[src/rtl/unlock_pkg.sv]
package unlock_pkg;
    localparam int unsigned DEF_KEY_LEN  = 64;
    localparam int unsigned DEF_XFER_LEN = 64;
    localparam logic [63:0] DEF_KEY      = 64'h5CA33AC5_5CA33AC5;
endpackage

[src/rtl/unlock_key_rom.sv]
module unlock_key_rom #(
    parameter int unsigned       KEY_LEN = 64,
    parameter logic [KEY_LEN-1:0] KEY    = '0,
    localparam int unsigned      PW      = $clog2(KEY_LEN)
) (
    input  logic [PW-1:0] idx,
    output logic          key_bit
);
    logic [KEY_LEN-1:0] key_vec;

    for (genvar g = 0; g < KEY_LEN; g++) begin : g_bit
        assign key_vec[g] = KEY[g];
    end

    assign key_bit = key_vec[idx];
endmodule

[src/rtl/unlock_key_tracker.sv]
module unlock_key_tracker #(
    parameter int unsigned KEY_LEN = 64,
    localparam int unsigned PW     = $clog2(KEY_LEN)
) (
    input  logic          clk,
    input  logic          rst_n,
    input  logic          enable,
    input  logic          cyc_valid,
    input  logic          cyc_write,
    input  logic          data_bit,
    input  logic          key_bit,
    output logic [PW-1:0] ptr,
    output logic          key_hit,
    output logic          unlock_q_o
);
    typedef struct packed {
        logic [PW-1:0] ptr;
        logic          locked;
        logic          unlock;
    } trk_t;

    localparam logic [PW-1:0] LAST = PW'(KEY_LEN - 1);

    trk_t st_q, st_d;
    logic take_wr, take_rd, bit_ok;

    always_comb begin
        take_wr = enable && cyc_valid && cyc_write;
        take_rd = enable && cyc_valid && !cyc_write;
        bit_ok  = (data_bit == key_bit);
        key_hit = take_wr && !st_q.locked && bit_ok && (st_q.ptr == LAST);
        st_d        = st_q;
        st_d.unlock = 1'b0;
        if (take_rd) begin
            st_d.ptr    = '0;
            st_d.locked = 1'b0;
        end else if (take_wr && !st_q.locked) begin
            if (!bit_ok) begin
                st_d.locked = 1'b1;
            end else if (st_q.ptr == LAST) begin
                st_d.ptr    = '0;
                st_d.unlock = 1'b1;
            end else begin
                st_d.ptr = st_q.ptr + 1'b1;
            end
        end
    end

    always_ff @(posedge clk) begin
        if (!rst_n) st_q <= '0;
        else        st_q <= st_d;
    end

    assign ptr        = st_q.ptr;
    assign unlock_q_o = st_q.unlock;

    a_r4_read_rearms: assert property (@(posedge clk) disable iff (!rst_n)
        (enable && cyc_valid && !cyc_write) |=> (st_q.ptr == '0 && !st_q.locked));
    a_r3_lock_holds: assert property (@(posedge clk) disable iff (!rst_n)
        (st_q.locked && !(enable && cyc_valid && !cyc_write)) |=> (st_q.locked && $stable(st_q.ptr)));
    a_r2_advance: assert property (@(posedge clk) disable iff (!rst_n)
        (enable && cyc_valid && cyc_write && !st_q.locked && data_bit == key_bit && st_q.ptr != LAST)
        |=> (st_q.ptr == $past(st_q.ptr) + 1'b1));
    a_r6_single_pulse: assert property (@(posedge clk) disable iff (!rst_n)
        st_q.unlock |=> !st_q.unlock);
    a_r5_idle_stable: assert property (@(posedge clk) disable iff (!rst_n)
        !cyc_valid |=> ($stable(st_q.ptr) && $stable(st_q.locked)));
endmodule

[src/rtl/unlock_xfer_window.sv]
module unlock_xfer_window #(
    parameter int unsigned XFER_LEN = 64,
    localparam int unsigned CW      = $clog2(XFER_LEN + 1),
    localparam int unsigned IW      = $clog2(XFER_LEN)
) (
    input  logic          clk,
    input  logic          rst_n,
    input  logic          start,
    input  logic          cyc_valid,
    output logic          busy,
    output logic [IW-1:0] index
);
    typedef struct packed {
        logic [CW-1:0] left;
    } win_t;

    localparam logic [CW-1:0] FULL = CW'(XFER_LEN);

    win_t st_q, st_d;
    logic [CW-1:0] done_cnt;

    always_comb begin
        st_d = st_q;
        if (start)                            st_d.left = FULL;
        else if (st_q.left != '0 && cyc_valid) st_d.left = st_q.left - 1'b1;
    end

    always_ff @(posedge clk) begin
        if (!rst_n) st_q <= '0;
        else        st_q <= st_d;
    end

    assign done_cnt = FULL - st_q.left;
    assign busy     = (st_q.left != '0);
    assign index    = busy ? done_cnt[IW-1:0] : '0;

    a_r7_no_restart: assert property (@(posedge clk) disable iff (!rst_n)
        start |-> (st_q.left == '0));
    a_r6_load_full: assert property (@(posedge clk) disable iff (!rst_n)
        start |=> (st_q.left == FULL));
    a_r5_window_idle: assert property (@(posedge clk) disable iff (!rst_n)
        (!cyc_valid && !start) |=> $stable(st_q.left));
endmodule

[src/rtl/unlock_seq_detector.sv]
module unlock_seq_detector #(
    parameter int unsigned        KEY_LEN   = unlock_pkg::DEF_KEY_LEN,
    parameter int unsigned        XFER_LEN  = unlock_pkg::DEF_XFER_LEN,
    parameter logic [KEY_LEN-1:0] KEY_VALUE = KEY_LEN'(unlock_pkg::DEF_KEY),
    localparam int unsigned       PW        = $clog2(KEY_LEN),
    localparam int unsigned       IW        = $clog2(XFER_LEN)
) (
    input  logic          clk,
    input  logic          rst_n,
    input  logic          cyc_valid,
    input  logic          cyc_write,
    input  logic          data_bit0,
    output logic          unlock,
    output logic          mem_block,
    output logic          xfer_cycle,
    output logic [IW-1:0] xfer_index
);
    logic [PW-1:0] ptr;
    logic          key_bit, key_hit, busy;

    unlock_key_rom #(.KEY_LEN(KEY_LEN), .KEY(KEY_VALUE)) u_rom (
        .idx(ptr), .key_bit(key_bit)
    );

    unlock_key_tracker #(.KEY_LEN(KEY_LEN)) u_trk (
        .clk(clk), .rst_n(rst_n), .enable(!busy),
        .cyc_valid(cyc_valid), .cyc_write(cyc_write), .data_bit(data_bit0),
        .key_bit(key_bit), .ptr(ptr), .key_hit(key_hit), .unlock_q_o(unlock)
    );

    unlock_xfer_window #(.XFER_LEN(XFER_LEN)) u_win (
        .clk(clk), .rst_n(rst_n), .start(key_hit), .cyc_valid(cyc_valid),
        .busy(busy), .index(xfer_index)
    );

    assign mem_block  = busy;
    assign xfer_cycle = busy && cyc_valid;

    a_r6_unlock_opens_window: assert property (@(posedge clk) disable iff (!rst_n)
        unlock |-> (mem_block && xfer_index == '0));
    a_r8_quiet_after_reset: assert property (@(posedge clk) disable iff (!rst_n)
        $fell(mem_block) |-> !unlock);
endmodule

[config.mk]
export PLATFORM = sky130hd
export DESIGN_NAME = unlock_seq_detector
export DESIGN_NICKNAME = d
export VERILOG_FILES = /design/src/rtl/unlock_pkg.sv /design/src/rtl/unlock_key_rom.sv /design/src/rtl/unlock_key_tracker.sv /design/src/rtl/unlock_xfer_window.sv /design/src/rtl/unlock_seq_detector.sv
export SDC_FILE = /design/constraint.sdc
export NUM_CORES = 1
export LEC_CHECK = 0
export ABC_CLOCK_PERIOD_IN_PS = 3100
export CORE_MARGIN = 8
export CORE_UTILIZATION = 51
export DETAILED_ROUTE_END_ITERATION = 12
export PLACE_DENSITY = 0.85
export SYNTH_ARGS = -nofsm -noshare
export SYNTH_HDL_FRONTEND = slang
export SYNTH_SLANG_ARGS = --single-unit
export TNS_END_PERCENT = 100
[constraint.sdc]
create_clock -name clk -period 3.1 [get_ports clk]
set_clock_uncertainty 0.1 [all_clocks]
set_input_delay 0.31 -clock clk [delete_from_list [all_inputs] [get_ports clk]]
set_output_delay 0.31 -clock clk [all_outputs]
set_load 0.02 [all_outputs]
== Word level (Yosys, flattened, before mapping) ==
Memory sizes are Yosys's and may differ from the RTL's. A register that Yosys moved wholly into a read port is not among the register bits.
Cells that the tools add are included.

* Logic and storage cells: 40
* Output and inout bits: 9
* Register bits: 15
* Latch bits: 0
* Bits in read-only memories: 64
* Memories: 1
* Memory bits (writable): 0
* Input bits: 5

{| class="wikitable"
|+ Memories
! memory !! depth !! width !! rd ports !! clocked after Yosys merged registers in !! wr ports !! RTL line !! RTL
|-
| (no name shown) || 64 || 1 || 1 || 1 || 0 || unlock_key_rom.sv:15 || <nowiki>assign key_bit = key_vec[idx];</nowiki>
|}

* $mul: 0
* Reduce and logical (&&, ||, !) cells: 17
* Shift operators: 0
* Multiplexer cells: 8
* Bitwise logic cells: 3
* Divide/modulo/power cells: 0
* Add/subtract/negate cells: 3
* Order comparisons: 1
* Equal/unequal tests: 2

{| class="wikitable"
|+ Operators with widths
! operator !! count
|-
| 6-bit 2-to-1 mux || 4
|-
| 7-bit 2-to-1 mux || 2
|-
| 1-bit logical AND || 7
|-
| 6-bit by 7-bit less-than comparator with 1-bit output (second input constant) || 1
|-
| 7-bit nonzero test || 1
|-
| 7-bit by 1-bit subtractor with 7-bit output (second input constant) || 1
|-
| 6-bit by 1-bit adder with 6-bit output (second input constant) || 1
|-
| 6-bit equality test (second input constant) || 1
|-
| 1-bit by 6-bit subtractor with 6-bit output (first input constant) || 1
|-
| 2-bit AND reduction || 2
|-
| 2-bit OR reduction || 2
|-
| 4-bit OR reduction || 1
|-
| 1-bit zero test || 3
|-
| 1-bit NOT || 3
|-
| 1-bit 2-to-1 mux || 2
|-
| 2-bit nonzero test || 1
|-
| 1-bit equality test || 1
|}

== Logic depth before layout (Yosys ltp) ==
Gate-level depths: netlist of the first run.

* Depth after elaboration: 8
* Gate-level depth with buffers: 9
* Mapped depth without buffers: 8

== Modules after synthesis ==
A second synthesis of the first run with hierarchy kept.

* Cells, all modules: 119
* Area, all modules: 993.5 µm²

{| class="wikitable"
|+ Modules (own cells, without submodules)
! module !! cells each !! times used !! area an instance (µm²)
|-
| unlock_xfer_window || 56 || 1 || 475.5
|-
| unlock_key_tracker || 49 || 1 || 425.4
|-
| unlock_key_rom || 12 || 1 || 82.6
|-
| unlock_seq_detector || 2 || 1 || 10.0
|}

== Worst setup path after synthesis of the first run ==
No wires, ideal clock.

* Path type: register to register
* From: register u_win.st_q[0] (netlist name)
* To: register, netlist name u_rom.key_bit
* Stages on the path, launching flop included: 10
* Slack: 0.955 ns
* Buffers on the path: 1
* Arrival time: 1.973 ns
* Path through: dfxtp_1 > inv_1 > ha_1 > nor3b_4 > nand4_2 > buf_6 > o21a_1 > or2_1 > a221oi_2 > mux2i_1

{| class="wikitable"
|+ RTL lines
! item !! RTL line !! RTL
|-
| from (decl) || unlock_xfer_window.sv:19 || <nowiki>win_t st_q, st_d;</nowiki>
|-
| from (signal assigned) || unlock_xfer_window.sv:30 || <nowiki>else st_q <= st_d;</nowiki>
|}

== Final worst setup path of the first run ==
* From: register u_win.st_q[0] (netlist name)
* To: output xfer_cycle

* Word-level cells in the longest chain between the ends: 2

{| class="wikitable"
|+ RTL lines
! item !! RTL line !! RTL
|-
| 7-bit nonzero test || unlock_xfer_window.sv:34 || <nowiki>assign busy = (st_q.left != '0);</nowiki>
|-
| 1-bit logical AND || unlock_seq_detector.sv:37 || <nowiki>assign xfer_cycle = busy && cyc_valid;</nowiki>
|-
| to (decl) || unlock_seq_detector.sv:15 || <nowiki>output logic xfer_cycle,</nowiki>
|}

No other way between the ends.

==> impl_metrics.ini, run 1 <==
[clocking]
cts_inserted_buffers = 3
cts.root.buffer_cell = sky130_fd_sc_hd__clkbuf_4
postCtsHoldBufs = 0
h-tree-depth = 1
cts_num_sinks = 16
cts.path.max_buffers = 2
clock_tree_from_tritoncts = yes
clk_pin_slew_ns = 0.10
insertion_delay_ns = 0.30

[timing]
setup_viol = 0
worst_slew_pin_slew_ns = 0.452
timing.final.hold_violations = 0
min_period_over_period_pct = 92.1
final.setup.tns_ns = 0
finalCriticalPeriod_ns = 2.86
headroom_to_the_max_slew_limit_pct = 69.7
peak_clock_frequency_supported_by_timing_mhz = 350
finalMaxSlewViolations = 0
setup_repair_after_global_routing_missed_its_margin = false

[critical_path]
critical-path-top-delay-family = buffers and inverters
critical_path_slowest_stage_cell = sky130_fd_sc_hd__clkdlybuf4s50_1
ff2ff_setup_slack_ns = 0.63
critPathArrivalTime_ns = 2.45
critPathMaxFanout = 8
critPathRequiredTime_ns = 2.69
slowest_delay_ns = 0.68
startpoint_type = register
cp_endpoint_kind = output port
cp_cell_sequence = inv_1 -> ha_1 -> nor3b_4 -> and2_0 -> nor2b_2 -> clkdlybuf4s50_1
timing.setup.critical_path_class = reg2out
critical_path_buf_inv_count = 2

[place]
place.port_buffers = 13
gpl_congestion = 0.847
hpwlAfterDp_um = 1470

[detailed_routing]
topRoutingLayerUsed = met4
met3RoutedLength_um = 85
dr.pass1.iters = 4
detailroute.wirelength.met2_um = 885
viasPerCell = 5.26
initialDrtViolationCount = 8
route.vias.total = 762
post-route-drc-count = 0
route.layer.met1.wl_um = 912
antenna_violating_nets_post_route = 0
post_dr_wirelength_cell_um = 13.3
postRouteWirelength_um = 1930

[synth]
synthTopCellsByCount = sky130_fd_sc_hd__nor2_1, sky130_fd_sc_hd__dfxtp_1, sky130_fd_sc_hd__nand2_1, sky130_fd_sc_hd__xnor2_1, sky130_fd_sc_hd__xor2_1
synthesis.nets = 113
synth_top_area_share_pct = 35.2
synth_largest_area_cell = sky130_fd_sc_hd__dfxtp_1
ys_async_sr_fraction_pct = 0
synth.cell_area_um2 = 910
synth_enable_flop_cells = 0
yosysWarnings = 0
yosys_register_bits = 16
synth_area_per_cell_um2 = 8.66
synthCells = 105
yosysSeqAreaShare_pct = 35.2
largest_cells_by_area_after_synthesis = sky130_fd_sc_hd__dfxtp_1, sky130_fd_sc_hd__nor2_1, sky130_fd_sc_hd__xnor2_1, sky130_fd_sc_hd__xor2_1, sky130_fd_sc_hd__ha_1
yosys.cell_types.count = 36
post-synth-top-count-cell = sky130_fd_sc_hd__nor2_1
postSynth.topFlopCell = sky130_fd_sc_hd__dfxtp_1

[global_routing]
total_congestion_overflow_after_global_routing = 0
number_of_global_route_vias_before_repair = 705
grt_overall_usage_pct = 12.4
grt_pass1_wl_um = 3180
maximum_number_of_pins_on_one_net_before_global_route_repair = 12
grt_antenna_before_repair = 0

[floorplan]
dieArea_um2 = 3390
die_x_um = 58.2
std_cell_rows = 15
ios = 14
floorplan_core_area_um2 = 1710
die_extent_in_y_um = 58.2
initial_utilization_pct = 53.3

[pwr]
intPower_uw = 729
ir_drop_mv = 1.04
pwr-share-comb_pct = 65.0
power.net_switching_uw = 599
power.clock.fraction_pct = 10.7
power.density_cell_area_nw_per_um2 = 1210
design_power_total_mw = 1.33
switching_share_of_power_pct = 45.1
p_seq_share_pct = 24.3
cellLeakagePower_nw = 0.423

[outcome]
run_status = completed

[finish]
synthToLayoutAreaGrowth_pct = 20.4
drive_above_1_share_pct = 11.7
nFillCells = 161
final_net_count = 129
diodes_inserted = 0

[hold_path]
min_path_type = reg2reg

[run]
max-cap-violations = 0
==> metrics by stage <==
| stage | util, % | worst slack, ns | area, um2 | hold slack [ns] | instances |
|---|---|---|---|---|---|
| 2_1_floorplan | - | 0.955 | 910 | 0.358 | 105 |
| 3_3_place_gp | 61.8 | 0.506 | 1060 | 0.387 | 141 |
| 3_5_place_dp | 61.8 | 0.394 | 1060 | 0.391 | 141 |
| 4_1_cts | 64.0 | 0.0518 | 1090 | 0.410 | 145 |
| 5_1_grt | 64.1 | 0.0954 | 1090 | 0.445 | 145 |
| 6_report | 64.1 | 0.244 | 1090 | 0.417 | 145 |
==> power groups by stage <==
| stage | clock (mW) | sequential (mW) | combinational [mW] |
|---|---|---|---|
| 3_5_place_dp | 0 | 0.328 | 0.861 |
| 3_3_place_gp | 0 | 0.323 | 0.839 |
| 5_1_grt | 0.151 | 0.331 | 0.936 |
| 2_1_floorplan | 0 | 0.312 | 0.571 |
| 6_report | 0.142 | 0.322 | 0.863 |
| 4_1_cts | 0.148 | 0.323 | 0.867 |
==> path summary, 6_finish.rpt <==
kind | endpoint | cells after the start | startpoint
worst min-delay path | u_trk.ptr[5]$_SDFFE_PP0N_ | 1 | u_trk.ptr[5]$_SDFFE_PP0N_
worst max register to register | u_rom.key_bit$_DFF_P_ | 8 | u_win.st_q[0]$_SDFFE_PP0P_
worst min register to register | u_trk.ptr[5]$_SDFFE_PP0N_ | 1 | u_trk.ptr[5]$_SDFFE_PP0N_
worst max-delay path | xfer_cycle | 6 | u_win.st_q[0]$_SDFFE_PP0P_
==> repair_timing <==
action / CTS / global route
gates resized for setup: 0 / 1
setup endpoints to repair: 0 / 1
buffers inserted: 0 / 0
==> state kept, by name (all words and copies together) (netlist names) <==
register,count
u_win.st_q,7
u_trk.ptr,6
u_rom.key_bit,1
u_trk.st_q,1
u_trk.unlock_q_o,1
==> cell families after synthesis <==
logic type	synth area share, %
AND/OR/NAND/NOR	30.7
flip-flops	35.2
AO/OA/AOI/OAI	12.9
XOR/XNOR	9.63
buffers and inverters	2.89
multiplexers	4.54
adder cells (fa/ha/maj)	4.13
==> metal layers <==
metal  vias up  global-route usage, %
li1        398                      -
met1       347                   14.4
met2        12                   19.1
met3         5                   4.19
met4         0                   7.69
met5         -                      0
==> final cells by class <==
| class | instances | area [um2] | area share [%] |
|---|---|---|---|
| clock buffers | 4 | 36.3 | 3.31 |
| multi-input cells | 84 | 566 | 51.7 |
| well taps | 25 | 31.3 | 2.86 |
| inverters | 3 | 11.3 | 1.03 |
| repair buffers | 13 | 130 | 11.9 |
| flip-flops and latches | 16 | 320 | 29.3 |
==> cell usage in the layout, fill, tap and decap left out <==
master / count
sky130_fd_sc_hd__nor2_1: 20
sky130_fd_sc_hd__dfxtp_1: 16
sky130_fd_sc_hd__clkdlybuf4s50_1: 13
sky130_fd_sc_hd__nand2_1: 6
sky130_fd_sc_hd__xnor2_1: 5
sky130_fd_sc_hd__xor2_1: 5
sky130_fd_sc_hd__nor3_1: 4
sky130_fd_sc_hd__nand3_1: 4
sky130_fd_sc_hd__inv_1: 3
sky130_fd_sc_hd__nand4_1: 3
sky130_fd_sc_hd__mux2i_1: 3
sky130_fd_sc_hd__a21oi_1: 3
sky130_fd_sc_hd__a211oi_1: 3
sky130_fd_sc_hd__ha_1: 3
sky130_fd_sc_hd__clkbuf_4: 3
sky130_fd_sc_hd__o21ai_0: 2
sky130_fd_sc_hd__and2_1: 2
sky130_fd_sc_hd__nor2b_1: 2
sky130_fd_sc_hd__nor3b_4: 1
sky130_fd_sc_hd__nor3_2: 1
sky130_fd_sc_hd__and2_0: 1
sky130_fd_sc_hd__nor2b_2: 1
sky130_fd_sc_hd__and3b_1: 1
sky130_fd_sc_hd__nand4_2: 1
sky130_fd_sc_hd__or3_1: 1
sky130_fd_sc_hd__o21ai_2: 1
sky130_fd_sc_hd__a211oi_2: 1
sky130_fd_sc_hd__o21a_1: 1
sky130_fd_sc_hd__or2_1: 1
sky130_fd_sc_hd__a41oi_1: 1
sky130_fd_sc_hd__mux2_2: 1
sky130_fd_sc_hd__and4b_1: 1
sky130_fd_sc_hd__and3_1: 1
sky130_fd_sc_hd__a221oi_2: 1
sky130_fd_sc_hd__or2_2: 1
sky130_fd_sc_hd__a21boi_0: 1
sky130_fd_sc_hd__o21ba_2: 1
sky130_fd_sc_hd__clkbuf_8: 1
No activity file was read; power rests on OpenSTA's default activity.
==> inputs of run 2 (changes only) <==
--- a/config.mk
+++ b/config.mk
@@ -5,7 +5,8 @@
 export SDC_FILE = /design/constraint.sdc
 export NUM_CORES = 1
 export LEC_CHECK = 0
-export ABC_CLOCK_PERIOD_IN_PS = 3100
+export ABC_CLOCK_PERIOD_IN_PS = 2800
+export CORE_ASPECT_RATIO = 0.9
 export CORE_MARGIN = 8
 export CORE_UTILIZATION = 51
 export DETAILED_ROUTE_END_ITERATION = 12
==> constraint.sdc (replaced) <==
create_clock -name clk -period 2.8 [get_ports clk]
set_clock_uncertainty 0.1 [all_clocks]
set_input_delay 0.28 -clock clk [delete_from_list [all_inputs] [get_ports clk]]
set_output_delay 0.28 -clock clk [all_outputs]
set_load 0.02 [all_outputs]
==> run 2 against run 1 <==
First-iteration DRC count is 25% higher. Critical endpoint is now xfer_index[0]. Final cell count is 0.69% lower. Hold slack worse by 0.013 ns. Register-to-register slack worse by 0.27 ns. Largest power group unchanged. Clock power is 12% lower. Clock-buffer cell count is 1 lower. Via count is 0.26% lower. Die area hardly changed.
==> impl_metrics.ini, run 2 (synthesis results as in run 1) <==
[detailed_routing]
topRoutingLayerUsed = met4
route.vias.total = 760
postRouteWirelength_um = 1900
viasPerCell = 5.28
antenna_violating_nets_post_route = 0
dr.pass1.iters = 4
post_dr_wirelength_cell_um = 13.2
route.layer.met1.wl_um = 920
post-route-drc-count = 0
detailroute.wirelength.met2_um = 864
met3RoutedLength_um = 77
initialDrtViolationCount = 10

[pwr]
ir_drop_mv = 1.23
design_power_total_mw = 1.44
power.density_cell_area_nw_per_um2 = 1330
cellLeakagePower_nw = 0.433

[floorplan]
die_x_um = 60.5
std_cell_rows = 14
ios = 14
dieArea_um2 = 3390
die_extent_in_y_um = 56.1
floorplan_core_area_um2 = 1680
initial_utilization_pct = 54.1

[clocking]
cts.path.max_buffers = 2
cts_num_sinks = 16
clock_tree_from_tritoncts = yes
cts_inserted_buffers = 3
clk_pin_slew_ns = 0.09
cts.root.buffer_cell = sky130_fd_sc_hd__clkbuf_4
insertion_delay_ns = 0.30
h-tree-depth = 1

[timing]
timing.final.hold_violations = 0
headroom_to_the_max_slew_limit_pct = 70.5
finalMaxSlewViolations = 0
hold-worst-slack_ns = 0.404
worst_slew_pin_slew_ns = 0.439
min_period_over_period_pct = 94.9
final_critical_path_setup_slack_ns = 0.142
setup_viol = 0
peak_clock_frequency_supported_by_timing_mhz = 376
final.setup.tns_ns = 0
finalCriticalPeriod_ns = 2.66
setup_repair_after_global_routing_missed_its_margin = false

[hold_path]
min_path_type = reg2reg
holdCritStartpoint = u_trk.ptr[5]$_SDFFE_PP0N_
hold_end = u_trk.ptr[5]$_SDFFE_PP0N_
whs_path_depth = 1

[outcome]
run_status = completed

[critical_path]
startpoint_type = register
r2r.worst_path.cells = 8
crit-reg2reg-launch = u_win.st_q[0]$_SDFFE_PP0P_
critPathRequiredTime_ns = 2.42
cp_endpoint_kind = output port
ff2ff_setup_slack_ns = 0.36
timing.setup.critical_path_class = reg2out
critPathArrivalTime_ns = 2.28
worst_reg2reg_endpoint = u_rom.key_bit$_DFF_P_
critPathMaxFanout = 6

[finish]
regMostFlops = u_win.st_q
drive_above_1_share_pct = 10.8
finalCoreUtilization_pct = 64.7
largest_register_ff_count = 7
final_area_um2 = 1090
final_net_count = 130
layout.cells.non_filler = 144
layout.cells.most_common_list = sky130_fd_sc_hd__nor2_1, sky130_fd_sc_hd__dfxtp_1, sky130_fd_sc_hd__clkdlybuf4s50_1
mostFrequentLayoutCell = sky130_fd_sc_hd__nor2_1
diodes_inserted = 0
synthToLayoutAreaGrowth_pct = 19.5

[run]
max-cap-violations = 0

[place]
numPlacedInstances = 141
place.port_buffers = 13
dpl_cell_area_um2 = 1060
gpl_congestion = 0.821
post-place-ws_ns = 0.305
hpwlAfterDp_um = 1490

[global_routing]
grt_pass1_wl_um = 3230
grt_overall_usage_pct = 12.2
maximum_number_of_pins_on_one_net_before_global_route_repair = 12
number_of_global_route_vias_before_repair = 776
total_congestion_overflow_after_global_routing = 0
grt_antenna_before_repair = 0
## run 2: what timing repair did
item,CTS,global route
hold buffers,0,0
setup endpoints to repair,0,1
resized for setup,0,1
buffers inserted,0,0
## run 2: worst max path at each step
stage	slack, ns	endpoint	startpoint	cells after the start
finish	0.14	xfer_index[0]	u_win.st_q[0]$_SDFFE_PP0P_	6
global route	0.02	xfer_index[0]	u_win.st_q[0]$_SDFFE_PP0P_	6
CTS	0.16	xfer_cycle	u_win.st_q[0]$_SDFFE_PP0P_	6
detailed placement	0.30	u_rom.key_bit$_DFF_P_	cyc_valid	7
global placement	0.38	u_rom.key_bit$_DFF_P_	cyc_valid	7
floorplan	0.66	u_rom.key_bit$_DFF_P_	u_win.st_q[0]$_SDFFE_PP0P_	9
## run 2: metal layers
metal	GRT usage, %	vias up
met5	0	-
met4	6.64	0
met3	3.00	4
met2	18.6	13
met1	15.0	350
li1	-	393
## run 2: final cells by class
class	count	area, um2
repair buffers	14	140
fillers	149	594
well taps	24	30.0
inverters	3	11.3
multi-input cells	84	563
clock buffers	3	22.5
flip-flops and latches	16	320
## run 2: critical path, stage by stage, from the launching register on
cell	delay, ns
sky130_fd_sc_hd__dfxtp_1	0.34
sky130_fd_sc_hd__inv_1	0.10
sky130_fd_sc_hd__ha_1	0.21
sky130_fd_sc_hd__nor3b_4	0.30
sky130_fd_sc_hd__and2_0	0.35
sky130_fd_sc_hd__nor2_1	0.10
sky130_fd_sc_hd__clkdlybuf4s50_1	0.57
## run 2: power breakdown
part,internal (mW),total (mW),switching [mW]
combinational,0.452,0.961,0.509
sequential,0.283,0.355,0.0717
clock,0.0502,0.125,0.0751
